==> src/rtl/fpsel_pkg.sv <==
package fpsel_pkg;

   localparam int unsigned RIDX_W = 5;

   typedef enum logic [1:0] {
      CC_ZSET = 2'b00,
      CC_VSET = 2'b01,
      CC_NEQV = 2'b10,
      CC_ABOV = 2'b11
   } sel_cond_e;

   typedef struct packed {
      logic              in_group;
      logic              legal;
      sel_cond_e         cond;
      logic              dbl;
      logic [RIDX_W-1:0] dst;
      logic [RIDX_W-1:0] opa;
      logic [RIDX_W-1:0] opb;
   } sel_decode_t;

   // double view: extra bit on top; single view: extra bit at the bottom
   function automatic logic [RIDX_W-1:0] form_idx(input logic dbl,
                                                   input logic [3:0] fld,
                                                   input logic ext);
      return dbl ? {ext, fld} : {fld, ext};
   endfunction

endpackage

==> src/rtl/fpsel_decode.sv <==
module fpsel_decode
   import fpsel_pkg::*;
#(
   parameter int unsigned GROUP_HI   = 31,
   parameter int unsigned GROUP_LO   = 23,
   parameter logic [8:0]  GROUP_CODE = 9'h1FC,
   parameter logic [2:0]  KIND_CODE  = 3'b101
) (
   input  logic [31:0] instr,
   output sel_decode_t dec
);
   localparam int unsigned GROUP_W = GROUP_HI - GROUP_LO + 1;

   if (GROUP_W != 9) begin : g_bad_group
      $error("fpsel_decode: group field must be 9 bits wide");
   end

   logic [GROUP_W-1:0] grp;
   logic               kind_ok;
   logic               fixed_ok;

   assign grp      = instr[GROUP_HI:GROUP_LO];
   assign kind_ok  = (instr[11:9] == KIND_CODE);
   assign fixed_ok = (instr[6] == 1'b0) && (instr[4] == 1'b0);

   always_comb begin
      dec          = '0;
      dec.in_group = (grp == GROUP_CODE[GROUP_W-1:0]);
      dec.legal    = kind_ok && fixed_ok;
      dec.cond     = sel_cond_e'(instr[21:20]);
      dec.dbl      = instr[8];
      dec.dst      = form_idx(instr[8], instr[15:12], instr[22]);
      dec.opa      = form_idx(instr[8], instr[19:16], instr[7]);
      dec.opb      = form_idx(instr[8], instr[3:0],   instr[5]);
   end

endmodule

==> src/rtl/fpsel_cond.sv <==
module fpsel_cond
   import fpsel_pkg::*;
(
   input  sel_cond_e cond,
   input  logic      fn,
   input  logic      fz,
   input  logic      fv,
   output logic      holds
);
   logic sign_ok;

   assign sign_ok = (fn == fv);

   always_comb begin
      unique case (cond)
         CC_ZSET: holds = fz;
         CC_VSET: holds = fv;
         CC_NEQV: holds = sign_ok;
         CC_ABOV: holds = sign_ok && !fz;
      endcase
   end

endmodule

==> src/rtl/fpsel_merge.sv <==
module fpsel_merge #(
   parameter int unsigned DATA_W = 64
) (
   input  logic              dbl,
   input  logic              src_hi,
   input  logic              dst_hi,
   input  logic [DATA_W-1:0] src_entry,
   input  logic [DATA_W-1:0] dst_entry,
   output logic [DATA_W-1:0] result
);
   localparam int unsigned HALF_W = DATA_W / 2;
   localparam int unsigned LANES  = 2;

   logic [HALF_W-1:0] src_half;

   assign src_half = src_hi ? src_entry[DATA_W-1:HALF_W] : src_entry[HALF_W-1:0];

   for (genvar h = 0; h < LANES; h++) begin : g_lane
      logic target;
      assign target = (dst_hi == (h == 1));
      always_comb begin
         if (dbl)
            result[h*HALF_W +: HALF_W] = src_entry[h*HALF_W +: HALF_W];
         else if (target)
            result[h*HALF_W +: HALF_W] = src_half;
         else
            result[h*HALF_W +: HALF_W] = dst_entry[h*HALF_W +: HALF_W];
      end
   end

endmodule

==> src/rtl/fp_cond_select.sv <==
module fp_cond_select
   import fpsel_pkg::*;
#(
   parameter int unsigned DATA_W     = 64,
   parameter logic [8:0]  GROUP_CODE = 9'h1FC
) (
   input  logic                 clk,
   input  logic                 rst_n,
   input  logic                 issue_valid,
   input  logic [31:0]          instr,
   input  logic                 flag_n,
   input  logic                 flag_z,
   input  logic                 flag_v,
   output logic [RIDX_W-1:0]    src_ridx,
   input  logic [DATA_W-1:0]    src_rdata,
   output logic [RIDX_W-1:0]    dst_ridx,
   input  logic [DATA_W-1:0]    dst_rdata,
   output logic                 wr_en,
   output logic [RIDX_W-1:0]    wr_idx,
   output logic [DATA_W-1:0]    wr_data,
   output logic                 undef
);
   localparam int unsigned HALF_W = DATA_W / 2;

   if ((DATA_W % 2) != 0 || DATA_W < 2) begin : g_bad_width
      $error("fp_cond_select: DATA_W must be even and at least 2");
   end

   sel_decode_t       dec;
   logic              holds;
   logic [RIDX_W-1:0] pick;
   logic [DATA_W-1:0] merged;
   logic              accept;
   logic              reject;

   fpsel_decode #(
      .GROUP_CODE (GROUP_CODE)
   ) i_decode (
      .instr (instr),
      .dec   (dec)
   );

   fpsel_cond i_cond (
      .cond  (dec.cond),
      .fn    (flag_n),
      .fz    (flag_z),
      .fv    (flag_v),
      .holds (holds)
   );

   assign pick     = holds ? dec.opa : dec.opb;
   assign src_ridx = dec.dbl ? pick    : {1'b0, pick[RIDX_W-1:1]};
   assign dst_ridx = dec.dbl ? dec.dst : {1'b0, dec.dst[RIDX_W-1:1]};

   fpsel_merge #(
      .DATA_W (DATA_W)
   ) i_merge (
      .dbl       (dec.dbl),
      .src_hi    (pick[0]),
      .dst_hi    (dec.dst[0]),
      .src_entry (src_rdata),
      .dst_entry (dst_rdata),
      .result    (merged)
   );

   assign accept = issue_valid && dec.in_group && dec.legal;
   assign reject = issue_valid && dec.in_group && !dec.legal;

   always_ff @(posedge clk) begin
      if (!rst_n) begin
         wr_en   <= 1'b0;
         undef   <= 1'b0;
         wr_idx  <= '0;
         wr_data <= '0;
      end else begin
         wr_en   <= accept;
         undef   <= reject;
         if (accept) begin
            wr_idx  <= dst_ridx;
            wr_data <= merged;
         end
      end
   end

   logic unused_half;
   assign unused_half = (HALF_W == 0);

endmodule

==> config.mk <==
export PLATFORM = sky130hd
export DESIGN_NAME = fp_cond_select
export DESIGN_NICKNAME = d
export VERILOG_FILES = /design/src/rtl/fpsel_pkg.sv /design/src/rtl/fpsel_decode.sv /design/src/rtl/fpsel_cond.sv /design/src/rtl/fpsel_merge.sv /design/src/rtl/fp_cond_select.sv
export SDC_FILE = /design/constraint.sdc
export NUM_CORES = 1
export LEC_CHECK = 0
export ABC_AREA = 1
export BUFFER_PORTS_ARGS = -buffer_cell sky130_fd_sc_hd__clkbuf_2
export CAP_MARGIN = 15
export CELL_PAD_IN_SITES_DETAIL_PLACEMENT = 0
export CELL_PAD_IN_SITES_GLOBAL_PLACEMENT = 1
export CORE_ASPECT_RATIO = 0.6
export CORE_UTILIZATION = 26
export CTS_CLUSTER_SIZE = 20
export DETAILED_ROUTE_END_ITERATION = 8
export PLACE_DENSITY = 0.77
export SETUP_SLACK_MARGIN = 0.1
export SYNTH_ARGS = -nofsm -noshare
export SYNTH_HDL_FRONTEND = slang
export SYNTH_SLANG_ARGS = --single-unit
==> constraint.sdc <==
create_clock -name clk -period 1.3 [get_ports clk]
set_input_delay 0.195 -clock clk [delete_from_list [all_inputs] [get_ports clk]]
set_output_delay 0.195 -clock clk [all_outputs]
set_load 0.005 [all_outputs]
==> results of run 1 <==
## cell type report
class / count / area, um2
Clock inverter: 6 / 46.3
Multi-Input combinational cell: 597 / 3370
Fill cell: 1847 / 9460
Inverter: 45 / 181
Timing Repair Buffer: 308 / 2180
Sequential cell: 71 / 1420
Clock buffer: 10 / 229
Tap cell: 234 / 293
## how the worst max path moves through the flow
stage	startpoint	endpoint	slack, ns	cells past startpoint
floorplan	issue_valid	wr_data[11]	0.02	8
global placement	issue_valid	wr_data[39]	-0.22	9
detailed placement	issue_valid	wr_data[39]	-0.28	9
CTS	flag_v	src_ridx[4]	-0.05	11
global route	flag_z	src_ridx[1]	-0.16	10
finish	flag_z	src_ridx[0]	-0.1	10
## metrics by stage
stage	total power [W]	instances	hold WS (ns)	setup WS [ns]
floorplan	0.00304	775	0.330	0.0181
global placement	0.00371	1231	0.441	-0.219
detailed placement	0.00370	1231	0.446	-0.277
CTS	0.00609	1250	0.0961	-0.0544
global route	0.00658	1271	0.115	-0.156
finish	0.00626	1271	0.111	-0.0962
## power groups by stage
stage / clock [W] / sequential (W) / combinational [W]
floorplan: 0 / 0.00222 / 0.000814
global placement: 0 / 0.00222 / 0.00148
detailed placement: 0 / 0.00222 / 0.00147
CTS: 0.00242 / 0.00217 / 0.00150
global route: 0.00249 / 0.00217 / 0.00191
finish: 0.00234 / 0.00217 / 0.00175
## kinds of logic (layout without fill, tap and decap cells)
family | count (synthesis) | after routing | share of synthesized area, %
AOI/OAI and AO/OA | 214 | 214 | 24.1
buffers and inverters | 107 | 369 | 10.1
DFF | 71 | 71 | 31.1
and+or+nand+nor | 383 | 383 | 34.8
## worst min-delay path, delay by kind of cell
family	cells	cell delay, ns
buffers and inverters	1	0.11
and+or+nand+nor	2	0.09
## flip-flops by register name, indices dropped and copies added (netlist names)
signal / cells
undef: 1
wr_data: 64
wr_en: 1
wr_idx: 5
## cell usage after synthesis
master,n
inv_2,2
nor2_1,111
o21ai_2,1
o21ai_1,1
inv_4,1
buf_6,2
buf_2,15
o211ai_1,6
nand4_1,2
nand3b_1,2
nand3_2,2
a21oi_4,1
clkinv_1,1
dfxtp_1,71
clkbuf_1,37
nand3_1,84
nand2_1,175
nor3b_1,1
buf_4,6
inv_1,41
nor2_4,1
buf_1,2
nand2_2,4
o21ai_0,39
nor3_1,1
a21oi_1,166
## layer usage
layer	GRT usage [%]	vias up	share of wire (%)	wire, um
met3	4.44	11	6.6	1400
met5	0	-	0	0
met1	31.9	2872	50	10700
met4	3.79	0	0.84	177
met2	31.0	279	42	8910
li1	-	3082	-	-
## what timing repair did
action,4_1_cts,5_1_grt
setup endpoints to repair,7,68
pin swaps,9,60
gates cloned,1,14
resized for setup,9,160
setup buffers,2,8
==> results_dict.tcl, run 1 <==
set metrics [dict create \
    outcome "finished, violations left" \
    violations "negative setup slack" \
    clock_skew_ns 0 \
    h-tree-depth 3 \
    synth-seq-cells 71 \
    swShare_pct 33.0 \
    p_switching_w 0.00206 \
    drc 0 \
    worst-path-max-fanout 4 \
    crit_top_cell "buf_4" \
    die_w_um 173 \
    worst_path_max_delay_cell "buf_4" \
    fin_nets 1198 \
    dp_hpwl_um 14300 \
    leakage_nw 3.77 \
    power_density_mw_per_mm2 811 \
    placed_area_mm2 0.00641 \
    finish.utilization_pct 44.9 \
    cts_tree "built" \
    worstHoldStart "instr[13]" \
    gp_congestion 0.837 \
    grt_overflow 0 \
    cts_max_path_buffers 2 \
    cts.sinks 71 \
    avgSynthCellArea_um2 5.90 \
    avgRoutedWirePerCell_um 16.6 \
    relSlewSlack_pct 70.1 \
    p_seq_share_pct 34.8 \
    yosys_warnings 0 \
    synth_area_mm2 0.00457 \
    hold_viol_final 0 \
    postRouteAntennaNets 0 \
    clkTransAtPathRegs_ns 0.06 \
    path_cells "buf_4 -> a21oi_4 -> nand2_2 -> buf_4 -> buf_6 -> nand3_4 -> nand2_8 -> nand2_1 -> o21ai_1 -> buf_2" \
    post-route-period-util_pct 107 \
    drive_gt1_share_pct 46.0 \
    p_comb_share_pct 27.9 \
    grt_max_degree 53 \
    grt_pass1_wl_um 30500 \
    critPathBufInv 4 \
    synthCells 775 \
    die_height_um 105 \
    initial_core_util_pct 26.6 \
    grt_util_all_layers_pct 21.3 \
    yosysUniqueCellTypes 26 \
    hp-class "input port to flop" \
    worstSetupPathType "input port to primary output" \
    ctsHoldBuffers 0 \
    drt-vias-per-instance 4.91 \
    worstPathArrival_ns 1.20 \
    root_buffer "clkbuf_16" \
    synth_nets 941 \
    ios 247 \
    syn2layout_area_growth_pct 68.8 \
    maxCapViolCount 0 \
    slew_viol_final 0 \
    setup_tns_ns -0.782 \
    dieArea_mm2 0.0181 \
    setup_violations 25 \
    hold_depth 3 \
    cts_made_buffers 9 \
    tightest_slew_ns 0.448 \
    final_common_cell "clkbuf_2" \
    core_area_mm2 0.0172 \
    antenna_cells 0 \
    seq_area_frac_synth_pct 31.1 \
    final_cell_mix "clkbuf_2, nand2_1, nor2_1" \
    drtIter0Drc 434 \
    cp.required_ns 1.11 \
    antenna_found_initial 0 \
    reg2reg_to "wr_data[58]" \
    final_area_mm2 0.00772 \
    cp_top_family "buffers and inverters" \
    max_freq_mhz 716 \
    rr_worst_depth 2 \
    regToRegSetupSlack_ns 0.60 \
    p_int_w 0.00419 \
    synthTopCellsByArea "dfxtp_1, a21oi_1, nand2_1, nand3_1, nor2_1" \
    firstDrtPassIters 5 \
    rsz0062_at_grt "true" \
    cpPeakStageDelay_ns 0.14 \
    pwr-share-clk_pct 37.3 \
    holdPathEnd "wr_idx[1]" \
    port_buffers 246 \
    cp-start-kind "input port" \
    r2r_start "wr_data[58]" \
    period_minus_slack_ns 1.40 \
    timing.final.ws_setup_ns -0.0962 \
    insertion_delay_ns 0.32 \
    row_count 37 \
    wirelength_um 21100 \
    synth_top_area_share_pct 31.1 \
    peakVddDrop_mv 0.502 \
    grt_pass1_vias 5525 \
    worst_setup_path_end_kind "primary output" \
    route.vias.total 6244 \
    synth_largest_area_cell "dfxtp_1" \
]
Power figures use the tool's default switching activity.
==> inputs of run 2 (changes only) <==
==> constraint.sdc (replaced) <==
create_clock -name clk -period 1.3 [get_ports clk]
set_input_delay 0.065 -clock clk [delete_from_list [all_inputs] [get_ports clk]]
set_output_delay 0.065 -clock clk [all_outputs]
set_load 0.005 [all_outputs]
==> run 2 against run 1 <==
The run now ends clean; setup slack improved by 0.22 ns; design area fell by 13%; first-iteration DRC count fell by 15%; via count fell by 3.2%; combinational power fell by 15%; sequential share of layout area rose by 2.7 points; core utilization fell by 5.8 points; clock skew did not move; register-to-register slack improved by 0.03 ns; critical path depth rose by 1; fmax rose by 19%; final cell count fell by 1.7%.
==> results_dict.tcl, run 2 (synthesis results as in run 1) <==
set metrics [dict create \
    maxCapViolCount 0 \
    placed_area_mm2 0.00616 \
    drive_gt1_share_pct 31.7 \
    root_buffer "clkbuf_16" \
    cts_made_buffers 9 \
    die_height_um 105 \
    grt_util_all_layers_pct 21.8 \
    top_regs "wr_data x64, wr_idx x5" \
    worst_setup_path_end_kind "primary output" \
    firstDrtPassIters 8 \
    wl_met2_um 8470 \
    final_area_mm2 0.00672 \
    gp_congestion 0.809 \
    wl_met3_um 1540 \
    power_density_mw_per_mm2 961 \
    port_buffers 246 \
    die_w_um 173 \
    top_register "wr_data" \
    grt_max_degree 52 \
    wl_met1_um 9800 \
    highest_layer "met4" \
    wirelength_um 20100 \
    dp_hpwl_um 14000 \
    post-route-period-util_pct 90.3 \
    insertion_delay_ns 0.33 \
    drtIter0Drc 367 \
    dieArea_mm2 0.0181 \
    leakage_nw 3.44 \
    postRouteAntennaNets 0 \
    core_area_mm2 0.0172 \
    route.vias.total 6042 \
    tightest_slew_ns 0.440 \
    final_common_cell "clkbuf_2" \
    antenna_found_initial 0 \
    cp.required_ns 1.24 \
    fin_nets 1178 \
    clock_skew_ns 0 \
    final_cell_mix "clkbuf_2, nand2_1, a21oi_1" \
    cp-start-kind "input port" \
    peakVddDrop_mv 0.533 \
    period_minus_slack_ns 1.17 \
    slew_viol_final 0 \
    drc 0 \
    grt_pass1_vias 5840 \
    row_count 37 \
    setup_violations 0 \
    finalPower_w 0.00646 \
    syn2layout_area_growth_pct 46.9 \
    cts_max_path_buffers 2 \
    antenna_cells 0 \
    rsz0062_at_grt "true" \
    avgRoutedWirePerCell_um 16.0 \
    clkTransAtPathRegs_ns 0.07 \
    outcome "complete, no violations" \
    ios 247 \
    worstSetupPathType "input port to primary output" \
    grt_overflow 0 \
    timing.final.ws_setup_ns 0.126 \
    max_freq_mhz 852 \
    worst-path-max-fanout 5 \
    initial_core_util_pct 26.6 \
    setup_tns_ns 0 \
    h-tree-depth 3 \
    hold_viol_final 0 \
    largest_reg_flops 64 \
    grt_pass1_wl_um 31200 \
    cts_tree "built" \
    drt-vias-per-instance 4.83 \
    holdWs_ns 0.0364 \
    worstPathArrival_ns 1.11 \
    pre_cts_slack_ns -0.126 \
    cts.sinks 71 \
    relSlewSlack_pct 70.7 \
    hp-class "input port to flop" \
]
[run 2: repair_timing]
action | in CTS | in global routing
gates cloned | 3 | 0
endpoints found under the hold margin | 3 | 0
hold buffers | 3 | 0
setup endpoints to repair | 5 | 8
pin swaps | 7 | 9
setup buffers | 3 | 0
resized for setup | 15 | 24
[run 2: report_power, final]
group / switching (W) / internal [W]
logic: 0.000865 / 0.000626
registers: 0.0000000622 / 0.00217
clock network: 0.00107 / 0.00173
[run 2: layer usage]
metal / up-vias / track usage (%)
met5: - / 0
met4: 0 / 4.05
met3: 17 / 5.97
met2: 249 / 33.5
met1: 2740 / 30.5
li1: 3036 / -
[run 2: per-stage QoR]
stage	utilization, %	cells
finish	39.1	1250
CTS	38.7	1250
floorplan	-	775
global placement	35.9	1226
global route	39.1	1250
detailed placement	35.9	1226
[run 2: layout make-up]
class / instances / area [um2]
Fill cell: 1932 / 10500
Multi-Input combinational cell: 597 / 2730
Timing Repair Buffer: 287 / 1760
Sequential cell: 71 / 1420
Tap cell: 234 / 293
Clock buffer: 10 / 239
Inverter: 45 / 180
Clock inverter: 5 / 82.6
Timing Repair inverter: 1 / 7.51
[run 2: worst max-delay path: stages]
cell,delay (ns)
buf_6,0.08
inv_1,0.04
nand2_1,0.06
nand3_2,0.13
nand2_4,0.12
buf_6,0.12
inv_4,0.04
o211ai_1,0.11
nand3_1,0.11
o21ai_1,0.09
buf_2,0.13
[run 2: worst paths after layout]
check,startpoint,end,slack (ns),cells past startpoint
worst max register to register,wr_data[51],wr_data[51],0.63,2
worst max-delay path,flag_z,src_ridx[2],0.13,11
worst min-delay path,src_rdata[26],wr_data[26],0.04,3
worst min register to register,wr_data[36],wr_data[36],0.46,2
==> inputs of run 3 (changes only) <==
Settings changed: ABC_AREA 1 to not set, CORE_UTILIZATION 26 to 29.
==> run 3 against run 2 <==
The run now ends with negative setup slack left; area after synthesis rose by 6.6%; via count rose by 16%; sequential power barely moved; flip-flop and latch count did not move; core utilization increased by 16 points; setup slack got worse by 0.36 ns; non-clock buffer count rose by 122; register-to-register slack worse by 0.13 ns; die area shrank 4.4%; fmax down 24%; critical path type is now input port to flop; critical endpoint is now wr_data[46]; highest routed layer is now met5.
==> results_dict.tcl, run 3 <==
set metrics [dict create \
    dieArea_mm2 0.0173 \
    synth_nets 775 \
    grt_max_degree 49 \
    root_buffer "clkbuf_16" \
    top_regs "wr_data x64, wr_idx x5" \
    outcome "finished, violations left" \
    cp-start-kind "input port" \
    yosys_warnings 0 \
    r2r_start "wr_data[29]" \
    timing.final.ws_setup_ns -0.238 \
    dp.cells 1090 \
    violations "negative setup slack" \
    synth-seq-cells 71 \
    yosysUniqueCellTypes 50 \
    grt_pass1_wl_um 37100 \
    synthFlopType "dfxtp_1" \
    avgSynthCellArea_um2 8.00 \
    drt-vias-per-instance 5.87 \
    reg2reg_to "wr_data[29]" \
    synthMostInstantiatedCell "dfxtp_1" \
    die_height_um 102 \
    hp-class "input port to flop" \
    rr_worst_depth 2 \
    firstDrtPassIters 5 \
    crit_path_start "flag_z" \
    gp_congestion 0.878 \
    route.vias.total 6988 \
    cts_max_path_buffers 2 \
    grt_overflow 0 \
    slew_viol_final 0 \
    cp.required_ns 1.54 \
    ios 247 \
    fin_nets 1122 \
    port_buffers 246 \
    insertion_delay_ns 0.34 \
    syn2layout_area_growth_pct 85.4 \
    drive_gt1_share_pct 52.8 \
    synthCells 609 \
    dp_hpwl_um 17200 \
    die_w_um 169 \
    tightest_slew_ns 0.552 \
    cts_tree "built" \
    holdWs_ns 0.00352 \
    pre_cts_slack_ns -0.872 \
    core_area_mm2 0.0164 \
    max_freq_mhz 650 \
    instances_no_fill 1190 \
    synth_area_mm2 0.00487 \
    endpoint "wr_data[46]" \
    synthArstFlopShare_pct 0 \
    seq_area_frac_synth_pct 29.2 \
    drtIter0Drc 712 \
    clock_skew_ns 0 \
    worstPathArrival_ns 1.78 \
    final_common_cell "clkbuf_2" \
    regToRegSetupSlack_ns 0.50 \
    hold_viol_final 0 \
    wirelength_um 26500 \
    grt_pass1_vias 6388 \
    synth_edf_count 0 \
    postRouteAntennaNets 0 \
    drc 0 \
    top_register "wr_data" \
    final_cell_mix "clkbuf_2, dfxtp_1, buf_4" \
    largest_reg_flops 64 \
    period_minus_slack_ns 1.54 \
    setup_violations 69 \
    worst_setup_path_end_kind "flop" \
    h-tree-depth 3 \
    worst-path-max-fanout 8 \
    relSlewSlack_pct 62.9 \
    synth_largest_area_cell "dfxtp_1" \
    rsz0062_at_grt "true" \
    avgRoutedWirePerCell_um 22.2 \
    peakVddDrop_mv 0.525 \
    synth_top_area_share_pct 29.2 \
    antenna_found_initial 2 \
    clkTransAtPathRegs_ns 0.06 \
    leakage_nw 3.80 \
    worstSetupPathType "input port to flop" \
    cts_made_buffers 9 \
    synthTopCellsByArea "dfxtp_1, a21oi_1, o31ai_1, a31oi_1, o2111ai_1" \
    grt_util_all_layers_pct 28.2 \
    maxCapViolCount 0 \
    power_density_mw_per_mm2 773 \
    netlist_top_cells_count "dfxtp_1, a21oi_1, clkbuf_1" \
    post-route-period-util_pct 118 \
    initial_core_util_pct 29.8 \
    cts.sinks 71 \
    row_count 36 \
]
-- run 3: changes by cell type after synthesis, moves of 18 or more --
cell and delta:
nand4_1 +18, nor3_1 +28, a31oi_1 +45, nand2_1 -136, o31ai_1 +38, nand3_1 -76
nor2_1 -101, o2111ai_1 +24, inv_1 -35, a21oi_1 -100, mux2i_1 +19
-- run 3: where the power goes --
part	internal (W)	switching (W)	leakage, nW
combinational	0.00118	0.00123	3.10
sequential	0.00217	0.0000000653	0.571
clock	0.00129	0.00110	0.132
total	0.00465	0.00233	3.80
-- run 3: layout make-up --
class                      instances  area (um2)
antenna                            1        2.50
clock buffer                       9         225
clock inverter                     7        47.5
fill                            1518        7310
inverter                           6        26.3
multi-input combinational        459        3830
sequential                        71        1420
tap                              228         285
timing repair buffer             409        3200
-- run 3: how the worst min path moves through the flow --
stage / cells after the start / startpoint / end / slack, ns
2_1_floorplan: 2 / instr[12] / wr_idx[0] / 0.21
3_3_place_gp: 2 / instr[15] / dst_ridx[3] / 0.32
5_1_grt: 3 / src_rdata[58] / wr_data[58] / -0.006
4_1_cts: 3 / src_rdata[8] / wr_data[8] / -0.009
6_report: 3 / dst_rdata[2] / wr_data[2] / 0.004
3_5_place_dp: 2 / instr[15] / dst_ridx[3] / 0.32
-- run 3: critical path: stages --
cell and delay [ns]:
buf_8 0.10, and2b_2 0.19, or3_4 0.37, buf_8 0.15, buf_4 0.13, a311oi_4 0.27, buf_6 0.21, nor3_1 0.08
o32ai_2 0.21
-- run 3: metrics by stage --
stage                     util [%]  power, W  TNS [ns]  area, um2
after floorplan                  -   0.00308     -8.87       5190
after global placement        43.4   0.00386    -47.50       7100
after detailed placement      43.4   0.00387    -47.92       7100
after CTS                     52.0   0.00675    -11.22       8510
after global routing          55.2   0.00720    -11.88       9030
final                         55.3   0.00698     -8.76       9040
-- run 3: what timing repair did --
| item | CTS | global route |
|---|---|---|
| resized for setup | 87 | 58 |
| pin swaps | 34 | 27 |
| cloned | 8 | 6 |
| hold buffers | 23 | 2 |
| setup endpoints to repair | 69 | 74 |
| endpoints found under the hold margin | 26 | 2 |
| setup buffers | 34 | 15 |
-- run 3: layer usage --
layer,global-route usage [%],wire length (um)
met3,8.68,3220
met5,0,8
met1,41.3,12200
met2,40.1,10800
met4,5.68,257
-- run 3: logic make-up after synthesis --
logic type	count (synthesis)	share of synthesized area, %
simple gates	146	16.8
mux	24	5.06
compound gates	286	41.6
buf+inv	82	7.39
flops	71	29.2
